$ cat src/rtl/sam_leg_pkg.sv
package sam_leg_pkg;
    typedef enum logic [1:0] {
        PH_IDLE = 2'd0,
        PH_RISE = 2'd1,
        PH_FALL = 2'd2
    } car_phase_t;

    typedef enum logic {
        MODE_PLAIN = 1'b0,
        MODE_SPLIT = 1'b1
    } mod_mode_t;
endpackage

$ cat src/rtl/sam_ref_split.sv
module sam_ref_split #(
    parameter int MAX_N  = 16,
    parameter int REF_W  = 16,
    parameter int FRAC_W = 8,
    parameter int NW     = $clog2(MAX_N + 1)
) (
    input  logic signed [REF_W-1:0]  ref_val,
    input  logic        [NW-1:0]     n_val,
    output logic        [NW-1:0]     lvl,
    output logic        [FRAC_W-1:0] duty
);
    localparam int SW = REF_W + NW + FRAC_W;

    logic signed [SW-1:0] ref_ext;
    logic signed [SW-1:0] off;
    logic signed [SW-1:0] lim;
    logic signed [SW-1:0] biased;

    always_comb begin
        ref_ext = $signed({{(SW-REF_W){ref_val[REF_W-1]}}, ref_val});
        off     = $signed({{(SW-NW){1'b0}}, n_val}) <<< (FRAC_W - 1);
        lim     = $signed({{(SW-NW){1'b0}}, n_val}) <<< FRAC_W;
        biased  = ref_ext + off;
        if (biased < 0) begin
            lvl  = '0;
            duty = '0;
        end else if (biased >= lim) begin
            lvl  = n_val;
            duty = '0;
        end else begin
            lvl  = NW'(biased >>> FRAC_W);
            duty = biased[FRAC_W-1:0];
        end
    end
endmodule

$ cat src/rtl/sam_tri_carrier.sv
module sam_tri_carrier
    import sam_leg_pkg::*;
#(
    parameter int FRAC_W = 8
) (
    input  logic              clk,
    input  logic              rst_n,
    input  logic              restart,
    output logic [FRAC_W-1:0] car,
    output car_phase_t        phase
);
    localparam logic [FRAC_W-1:0] CAR_TOP = '1;

    car_phase_t        ph_d;
    logic [FRAC_W-1:0] car_d;

    always_ff @(posedge clk or negedge rst_n) begin
        if (!rst_n) begin
            phase <= PH_IDLE;
            car   <= '0;
        end else begin
            phase <= ph_d;
            car   <= car_d;
        end
    end

    always_comb begin
        ph_d  = phase;
        car_d = car;
        if (restart) begin
            ph_d  = PH_RISE;
            car_d = '0;
        end else begin
            unique case (phase)
                PH_IDLE: car_d = '0;
                PH_RISE: begin
                    if (car == CAR_TOP) ph_d = PH_FALL;
                    else                car_d = car + 1'b1;
                end
                PH_FALL: begin
                    if (car == '0) ph_d = PH_IDLE;
                    else           car_d = car - 1'b1;
                end
                default: begin
                    ph_d  = PH_IDLE;
                    car_d = '0;
                end
            endcase
        end
    end

    assert_rise_step_R2: assert property (@(posedge clk) disable iff (!rst_n)
        (phase == PH_RISE && !restart && car != CAR_TOP) |=> (phase == PH_RISE && car == $past(car) + 1'b1));
    assert_peak_turn_R2: assert property (@(posedge clk) disable iff (!rst_n)
        (phase == PH_RISE && !restart && car == CAR_TOP) |=> (phase == PH_FALL && car == CAR_TOP));
    assert_fall_step_R2: assert property (@(posedge clk) disable iff (!rst_n)
        (phase == PH_FALL && !restart && car != '0) |=> (phase == PH_FALL && car == $past(car) - 1'b1));
    assert_end_idle_R8: assert property (@(posedge clk) disable iff (!rst_n)
        (phase == PH_FALL && !restart && car == '0) |=> (phase == PH_IDLE));
    assert_restart_R7: assert property (@(posedge clk) disable iff (!rst_n)
        restart |=> (phase == PH_RISE && car == '0));
endmodule

$ cat src/rtl/sam_arm_map.sv
module sam_arm_map
    import sam_leg_pkg::*;
#(
    parameter int MAX_N  = 16,
    parameter int FRAC_W = 8,
    parameter int NW     = $clog2(MAX_N + 1)
) (
    input  mod_mode_t         mode,
    input  logic              active,
    input  logic [NW-1:0]     n_val,
    input  logic [NW-1:0]     lvl,
    input  logic [FRAC_W-1:0] duty,
    input  logic [FRAC_W-1:0] car,
    output logic [NW-1:0]     up_cnt,
    output logic [NW-1:0]     lo_cnt
);
    localparam logic [FRAC_W:0] FULL = {1'b1, {FRAC_W{1'b0}}};

    logic                 pu;
    logic                 pl;
    logic                 lo_pulse;
    logic [FRAC_W:0]      thr;
    logic signed [NW+1:0] ru;
    logic signed [NW+1:0] rl;

    function automatic logic [NW-1:0] fit(input logic signed [NW+1:0] v, input logic [NW-1:0] hi);
        if (v < 0)                          return '0;
        else if (v > $signed({2'b00, hi})) return hi;
        else                                return v[NW-1:0];
    endfunction

    always_comb begin
        thr      = FULL - {1'b0, duty};
        pu       = active && (duty > car);
        pl       = active && ({1'b0, car} >= thr);
        lo_pulse = (mode == MODE_SPLIT) ? pl : pu;
        ru       = $signed({2'b00, n_val}) - $signed({2'b00, lvl}) - $signed({{(NW+1){1'b0}}, pu});
        rl       = $signed({2'b00, lvl}) + $signed({{(NW+1){1'b0}}, lo_pulse});
        up_cnt   = fit(ru, n_val);
        lo_cnt   = fit(rl, n_val);
    end
endmodule

$ cat src/rtl/sam_leg_modulator.sv
module sam_leg_modulator
    import sam_leg_pkg::*;
#(
    parameter int MAX_N  = 16,
    parameter int REF_W  = 16,
    parameter int FRAC_W = 8,
    parameter int NW     = $clog2(MAX_N + 1)
) (
    input  logic                    clk,
    input  logic                    rst_n,
    input  logic                    sample_stb,
    input  logic                    mode_sel,
    input  logic        [NW-1:0]    arm_n,
    input  logic signed [REF_W-1:0] ref_in,
    output logic        [NW-1:0]    upper_cnt,
    output logic        [NW-1:0]    lower_cnt
);
    localparam logic [NW-1:0] N_CAP = NW'(MAX_N);

    logic [NW-1:0]     n_cap;
    logic [NW-1:0]     lvl_d;
    logic [FRAC_W-1:0] duty_d;
    logic [NW-1:0]     lvl_q;
    logic [FRAC_W-1:0] duty_q;
    logic [NW-1:0]     n_q;
    mod_mode_t         mode_q;
    logic [FRAC_W-1:0] car;
    car_phase_t        phase;

    assign n_cap = (arm_n > N_CAP) ? N_CAP : arm_n;

    sam_ref_split #(.MAX_N(MAX_N), .REF_W(REF_W), .FRAC_W(FRAC_W), .NW(NW)) u_split (
        .ref_val (ref_in),
        .n_val   (n_cap),
        .lvl     (lvl_d),
        .duty    (duty_d)
    );

    always_ff @(posedge clk or negedge rst_n) begin
        if (!rst_n) begin
            lvl_q  <= '0;
            duty_q <= '0;
            n_q    <= '0;
            mode_q <= MODE_PLAIN;
        end else if (sample_stb) begin
            lvl_q  <= lvl_d;
            duty_q <= duty_d;
            n_q    <= n_cap;
            mode_q <= mod_mode_t'(mode_sel);
        end
    end

    sam_tri_carrier #(.FRAC_W(FRAC_W)) u_carrier (
        .clk     (clk),
        .rst_n   (rst_n),
        .restart (sample_stb),
        .car     (car),
        .phase   (phase)
    );

    sam_arm_map #(.MAX_N(MAX_N), .FRAC_W(FRAC_W), .NW(NW)) u_map (
        .mode    (mode_q),
        .active  (phase != PH_IDLE),
        .n_val   (n_q),
        .lvl     (lvl_q),
        .duty    (duty_q),
        .car     (car),
        .up_cnt  (upper_cnt),
        .lo_cnt  (lower_cnt)
    );

    logic [NW:0] tot;
    assign tot = {1'b0, upper_cnt} + {1'b0, lower_cnt};

    assert_plain_sum_R3: assert property (@(posedge clk) disable iff (!rst_n)
        (mode_q == MODE_PLAIN) |-> (tot == {1'b0, n_q}));
    assert_split_band_R4: assert property (@(posedge clk) disable iff (!rst_n)
        (mode_q == MODE_SPLIT) |-> (tot <= {1'b0, n_q} + 1'b1 && tot + 1'b1 >= {1'b0, n_q}));
    assert_in_range_R6: assert property (@(posedge clk) disable iff (!rst_n)
        (upper_cnt <= n_q && lower_cnt <= n_q));
    assert_idle_hold_R8: assert property (@(posedge clk) disable iff (!rst_n)
        (phase == PH_IDLE) |-> (lower_cnt == lvl_q && upper_cnt == n_q - lvl_q));
    assert_n_cap_R9: assert property (@(posedge clk) disable iff (!rst_n)
        (n_q <= N_CAP));
endmodule

$ cat config.mk
export PLATFORM = sky130hd
export DESIGN_NAME = sam_leg_modulator
export DESIGN_NICKNAME = d
export VERILOG_FILES = /design/src/rtl/sam_leg_pkg.sv /design/src/rtl/sam_ref_split.sv /design/src/rtl/sam_tri_carrier.sv /design/src/rtl/sam_arm_map.sv /design/src/rtl/sam_leg_modulator.sv
export SDC_FILE = /design/constraint.sdc
export NUM_CORES = 1
export LEC_CHECK = 0
export BUFFER_PORTS_ARGS = -buffer_cell sky130_fd_sc_hd__buf_4
export CORE_MARGIN = 1.5
export CORE_UTILIZATION = 40
export DETAILED_ROUTE_END_ITERATION = 16
export SYNTH_ARGS = -nofsm -noshare
export SYNTH_HDL_FRONTEND = slang
export SYNTH_SLANG_ARGS = --single-unit
$ cat constraint.sdc
create_clock -name clk -period 4.4 [get_ports clk]
set_input_delay 0.22 -clock clk [delete_from_list [all_inputs] [get_ports clk]]
set_output_delay 0.22 -clock clk [all_outputs]
set_load 0.01 [all_outputs]
## Word level (Yosys, flattened, before mapping)

Cells that the tools add are included.
W data, S select, Z words.

- Flip-flop bits (word level): 29
- Bits in latches: 0
- Memory bits (writable): 0
- Memory bits (read-only): 0
- Logic and storage cells: 55
- Memories kept: 0

- Add/subtract/negate cells: 7
- Multipliers: 0
- Div/mod/pow operators: 0
- Order comparisons: 9
- Equal/unequal tests: 8
- Shifts and indexed selects: 0
- Mux-type cells: 18
- Bitwise logic cells: 0
- Reductions and logical operators: 7

Operators with widths:

| kind | number |
|---|---|
| $mux W8 | 5 |
| $mux W5 | 7 |
| $add A16 B13 Y17 | 1 |
| $ge A17 B14 Y1 | 1 |
| $lt A17 B1 Y1 const B | 1 |
| $pmux W8 S2 | 1 |
| $gt A7 B6 Y1 | 2 |
| $lt A7 B1 Y1 const B | 2 |
| $ge A8 B9 Y1 | 1 |
| $sub A9 B8 Y9 const A | 1 |
| $add A8 B1 Y8 const B | 1 |
| $eq A8 B8 Y1 const B | 1 |
| $gt A8 B8 Y1 | 1 |
| $logic_not A8 Y1 | 1 |
| $sub A8 B1 Y8 const B | 1 |
| $sub A6 B2 Y7 | 1 |
| $add A5 B1 Y6 | 1 |
| $mux W2 | 3 |
| $ne A3 B2 Y1 const B | 2 |
| $ne A3 B3 Y1 const B | 2 |
| $pmux W2 S3 | 1 |
| $sub A5 B5 Y6 | 1 |
| $gt A5 B5 Y1 const B | 1 |
| $reduce_and A3 Y1 | 1 |
| 8 further kinds | 9 |

## Logic depth before layout (Yosys ltp)

- Depth after elaboration: 8
- Mapped depth: 18
- Gate-level depth less buffers: 18

## Modules after synthesis

A second synthesis with hierarchy kept.

- Cells, all modules: 381
- Area, all modules: 3543.4 um^2

By module, submodules not included:

| module | instances | cells each | area an instance (um^2) | sequential area each (um^2) |
|---|---|---|---|---|
| sam_arm_map | 1 | 161 | 1246.2 | 0.0 |
| sam_tri_carrier | 1 | 96 | 858.3 | 250.2 |
| sam_leg_modulator | 1 | 46 | 795.8 | 475.5 |
| sam_ref_split | 1 | 78 | 643.1 | 0.0 |

## Worst setup path before layout

OpenSTA, ideal clock, no wires.

- Path kind: reg-to-output
- Start: register duty_q[4]
- End: output lower_cnt[1]
- Arrival: 3.784 ns
- Slack: 0.396 ns
- Stages on the path, launching flop included: 18
- Path buffers: 0
- Cell sequence: dfrtp_1 -> nor3_1 -> nand3_1 -> nor3_1 -> xor2_1 -> ha_1 -> o21ai_0 -> a2111oi_0 -> a32o_1 -> ha_1 -> ha_1 -> ha_1 -> nor2b_1 -> o21ai_0 -> nand2b_1 -> a211oi_1 -> o21a_1 -> mux2_2

- Cells in the longest elaborated chain, start to end: 8

RTL lines:

| item | line | RTL |
|---|---|---|
| start, declared | sam_leg_modulator.sv:24 | `logic [FRAC_W-1:0] duty_q;` |
| start signal, assigned | sam_leg_modulator.sv:47 | `duty_q <= duty_d;` |
| $sub A9 B8 Y9 | sam_arm_map.sv:33 | `thr = FULL - {1'b0, duty};` |
| $ge A8 B9 Y1 | sam_arm_map.sv:35 | `pl = active && ({1'b0, car} >= thr);` |
| $logic_and A1 B1 Y1 | sam_arm_map.sv:35 |  |
| $mux W1 * | sam_arm_map.sv:36 | `lo_pulse = (mode == MODE_SPLIT) ? pl : pu;` |
| $add A5 B1 Y6 * | sam_arm_map.sv:38 | `rl = $signed({2'b00, lvl}) + $signed({{(NW+1){1'b0}}, lo_pulse});` |
| $gt A7 B6 Y1 | sam_arm_map.sv:28 | `else if (v > $signed({2'b00, hi})) return hi;` |
| $mux W5 | sam_arm_map.sv:28 |  |
| $mux W5 * | sam_arm_map.sv:27 | `if (v < 0) return '0;` |
| end, declared | sam_leg_modulator.sv:16 | `output logic [NW-1:0] lower_cnt` |

Every way passes the cells marked *; elsewhere a longest branch is shown, timed or not.

## Worst setup path after layout

- Start: register duty_q[4]
- End: output lower_cnt[2]

The elaborated chain is that of the path after synthesis.

==> flow_metrics.tcl <==
set metrics [dict create \
    grt_use_total_pct 18.7 \
    syn_area_sq_mm 0.00311 \
    wl_per_cell_um 15.4 \
    grt_start_max_net_pins 30 \
    insertion_delay_ns 0.28 \
    routed_wl_mm 7.55 \
    fin_worst_skew_ns 0.00414 \
    peakVddDrop_mv 0.177 \
    port_buffers 34 \
    clock_sinks 29 \
    via_per_inst 5.53 \
    slowest_stage "dfrtp_1" \
    max_stage_delay_ns 0.39 \
    crit_arrival_ns 4.12 \
    crit_family "compound AO/OA/AOI/OAI gates" \
    cpMostUsedCell "ha_4" \
    synth-main-ff-cell "dfrtp_1" \
    synth_cells 344 \
    overflow 0 \
    chipWidth_um 91.2 \
    slew_headroom_pct 29.4 \
    antenna_found_initial 0 \
    cts-htree-levels 2 \
    slew_violations 0 \
    core.rowCount 31 \
    dr_total_vias 2717 \
    stdcell_count 491 \
    yosysUniqueCellTypes 52 \
    syn_nets 427 \
    p_total_mw 1.17 \
    status "completed" \
    num_antenna_cells 0 \
    io_pins 35 \
    final_net_count 475 \
    synth-edff-count 0 \
    crit_chain "nor3_2 -> nand3_2 -> nor3_2 -> xor2_1 -> ha_2 -> o21ai_2 -> a2111oi_2 -> a32o_2 -> ha_4 -> ha_4 -> ha_4 -> nor2b_1 -> o21ai_1 -> nand2b_1 -> a211oi_2 -> o21a_2 -> mux2_4 -> buf_6" \
    hold_path_class "in -> reg" \
    cts-root-buf "clkbuf_8" \
    dp_hpwl_mm 5.73 \
    drtPass1Iterations 4 \
    dp_cells 480 \
    p_per_area_mw_per_mm2 307 \
    core_area_sq_mm 0.00741 \
    synthArstFlopShare_pct 100 \
    cp.required_ns 4.18 \
    initial_core_util_pct 42.0 \
    crit_type "reg -> out" \
    seq_area_frac_synth_pct 23.3 \
    place.gp.congestion 0.830 \
    holdWs_ns 0.140 \
    finalCriticalPeriod_ns 4.34 \
    final_layout_size_suffix_gt1_share_pct 21.2 \
    clock.fmax_mhz 230 \
    die_area_sq_mm 0.00832 \
    critPathBufInv 1 \
    first_global_vias 2666 \
    cts_buffers 5 \
    crit_fanout 4 \
    clk_pin_slew_worst_paths_ns 0.06 \
    drt_iter0_drc 106 \
    grt_pass1_wl_mm 12.5 \
    fin_area_sq_mm 0.00382 \
    leakagePower_nw 1.80 \
    synth_warnings 0 \
    synth_seq_cells 29 \
    drc 0 \
    rsz0062_at_grt "true" \
    maxCapViolCount 0 \
    fin_setup_tns_ns 0 \
    place_area_sq_mm 0.00353 \
    syn_area_per_cell_sq_um 9.05 \
    clockBufferDepth 2 \
    cp-start-kind "flip-flop" \
    area_growth_pct 22.6 \
    worstMarginPinSlew_ns 1.06 \
    finalHoldViolCount 0 \
    fp.dieH_um 91.2 \
    cts_tree "yes" \
    final_antenna_net_count 0 \
    endpoint_kind "output port" \
    period_share_pct 98.6 \
    setup_viol 0 \
]
[cell type report]
class                   instances  area [sq um]
repair buffers                 46           363
flip-flops and latches         29           726
well taps                      99           124
inverters                      39           146
clock buffers                   7          86.3
multi-input cells             271          2370
fillers                       708          3590
[through the flow]
| stage | utilization [%] | setup slack, ns |
|---|---|---|
| floorplan | - | 0.396 |
| global placement | 47.6 | 0.0835 |
| detailed placement | 47.6 | 0.00270 |
| CTS | 49.7 | 0.000260 |
| global route | 51.5 | -0.105 |
| finish | 51.5 | 0.0603 |
[routing by layer]
metal | GRT usage, % | share of wire [%] | vias up
met5 | 0 | 0 | -
met4 | 4.95 | 1.3 | 0
met3 | 3.52 | 3.1 | 7
met2 | 31.7 | 48 | 47
met1 | 24.3 | 47 | 1301
li1 | - | - | 1362
[worst min-delay path, stage by stage]
cell,delay (ns)
buf_4,0.08
nand2_1,0.04
o21ai_0,0.05
[cell usage after synthesis (4+ instances only)]
library cell | count | area, sq um
nor2_1 | 11 | 41.3
xor2_1 | 10 | 87.6
nand2b_1 | 4 | 25.0
mux2_2 | 4 | 45.0
nor3_1 | 7 | 35.0
clkbuf_1 | 4 | 15.0
nand2_1 | 16 | 60.1
nor4_1 | 6 | 37.5
xnor2_1 | 14 | 123
nand3_1 | 9 | 45.0
a21o_1 | 7 | 52.6
a22o_1 | 14 | 123
ha_1 | 55 | 688
a211oi_1 | 9 | 67.6
nor2b_1 | 9 | 56.3
o21ai_0 | 19 | 95.1
mux2i_1 | 7 | 70.1
a21oi_1 | 15 | 75.1
o21a_1 | 7 | 52.6
inv_1 | 39 | 146
o22ai_1 | 6 | 37.5
dfrtp_1 | 29 | 726
[registers in the layout, indices dropped and copies added, names as in the netlist]
signal           cells
duty_q               8
u_carrier.car        8
lvl_q                5
n_q                  5
u_carrier.phase      2
mode_q               1
[kinds of logic after synthesis]
| group | after synthesis | synth area share, % |
|---|---|---|
| adder cells (fa/ha/maj) | 58 | 24.0 |
| multiplexers | 11 | 3.70 |
| buffers and inverters | 44 | 5.55 |
| AO/OA/AOI/OAI | 98 | 22.7 |
| AND/OR/NAND/NOR | 80 | 13.9 |
| flip-flops | 29 | 23.3 |
| XOR/XNOR | 24 | 6.75 |
[power breakdown]
part	total [mW]	switching (mW)	leakage, nW	internal (mW)
registers	0.297	0.0163	0.387	0.281
clock network	0.223	0.0995	0.0443	0.124
logic	0.652	0.336	1.37	0.316
total	1.17	0.451	1.80	0.721
[cell usage in the layout, fill, tap and decap left out, types with 3 or more instances in the layout]
master / instances
fa_1: 3
o22ai_1: 4
inv_1: 38
mux2i_1: 7
a21o_1: 7
buf_4: 41
o21bai_1: 3
a211oi_1: 8
a22o_1: 14
nor4_1: 5
ha_1: 48
and3_1: 3
nor2b_1: 9
o2bb2ai_1: 3
xnor2_1: 13
o21ai_0: 16
ha_2: 3
ha_4: 4
a21oi_1: 13
nand2b_1: 4
mux2_4: 3
nand4_1: 3
nor3_1: 5
nor2_1: 11
o21a_1: 6
nand2_1: 16
buf_6: 4
xor2_1: 9
nand3_1: 8
dfrtp_1: 29
clkbuf_8: 6
[repair_timing]
| action | 4_1_cts | 5_1_grt |
|---|---|---|
| buffers inserted | 2 | 1 |
| pin swaps | 9 | 9 |
| resized for setup | 11 | 27 |
| hold buffers | 1 | 0 |
| hold endpoints to repair | 29 | 0 |
| endpoints found under the setup margin | 5 | 10 |
[worst paths after layout]
| check | from | to | slack (ns) | cells past startpoint |
|---|---|---|---|---|
| setup / recovery | duty_q[4] | lower_cnt[2] | 0.06 | 18 |
| hold / removal | mode_sel | mode_q | 0.14 | 3 |
| setup reg to reg | u_carrier.phase[0] | u_carrier.car[7] | 1.86 | 9 |
| hold reg to reg | u_carrier.phase[0] | u_carrier.phase[0] | 0.52 | 2 |
| max in group asynchronous | rst_n | n_q[3] | 3.71 | 2 |
| min in group asynchronous | rst_n | duty_q[0] | 0.40 | 2 |
(Power assumes the default switching activity.)
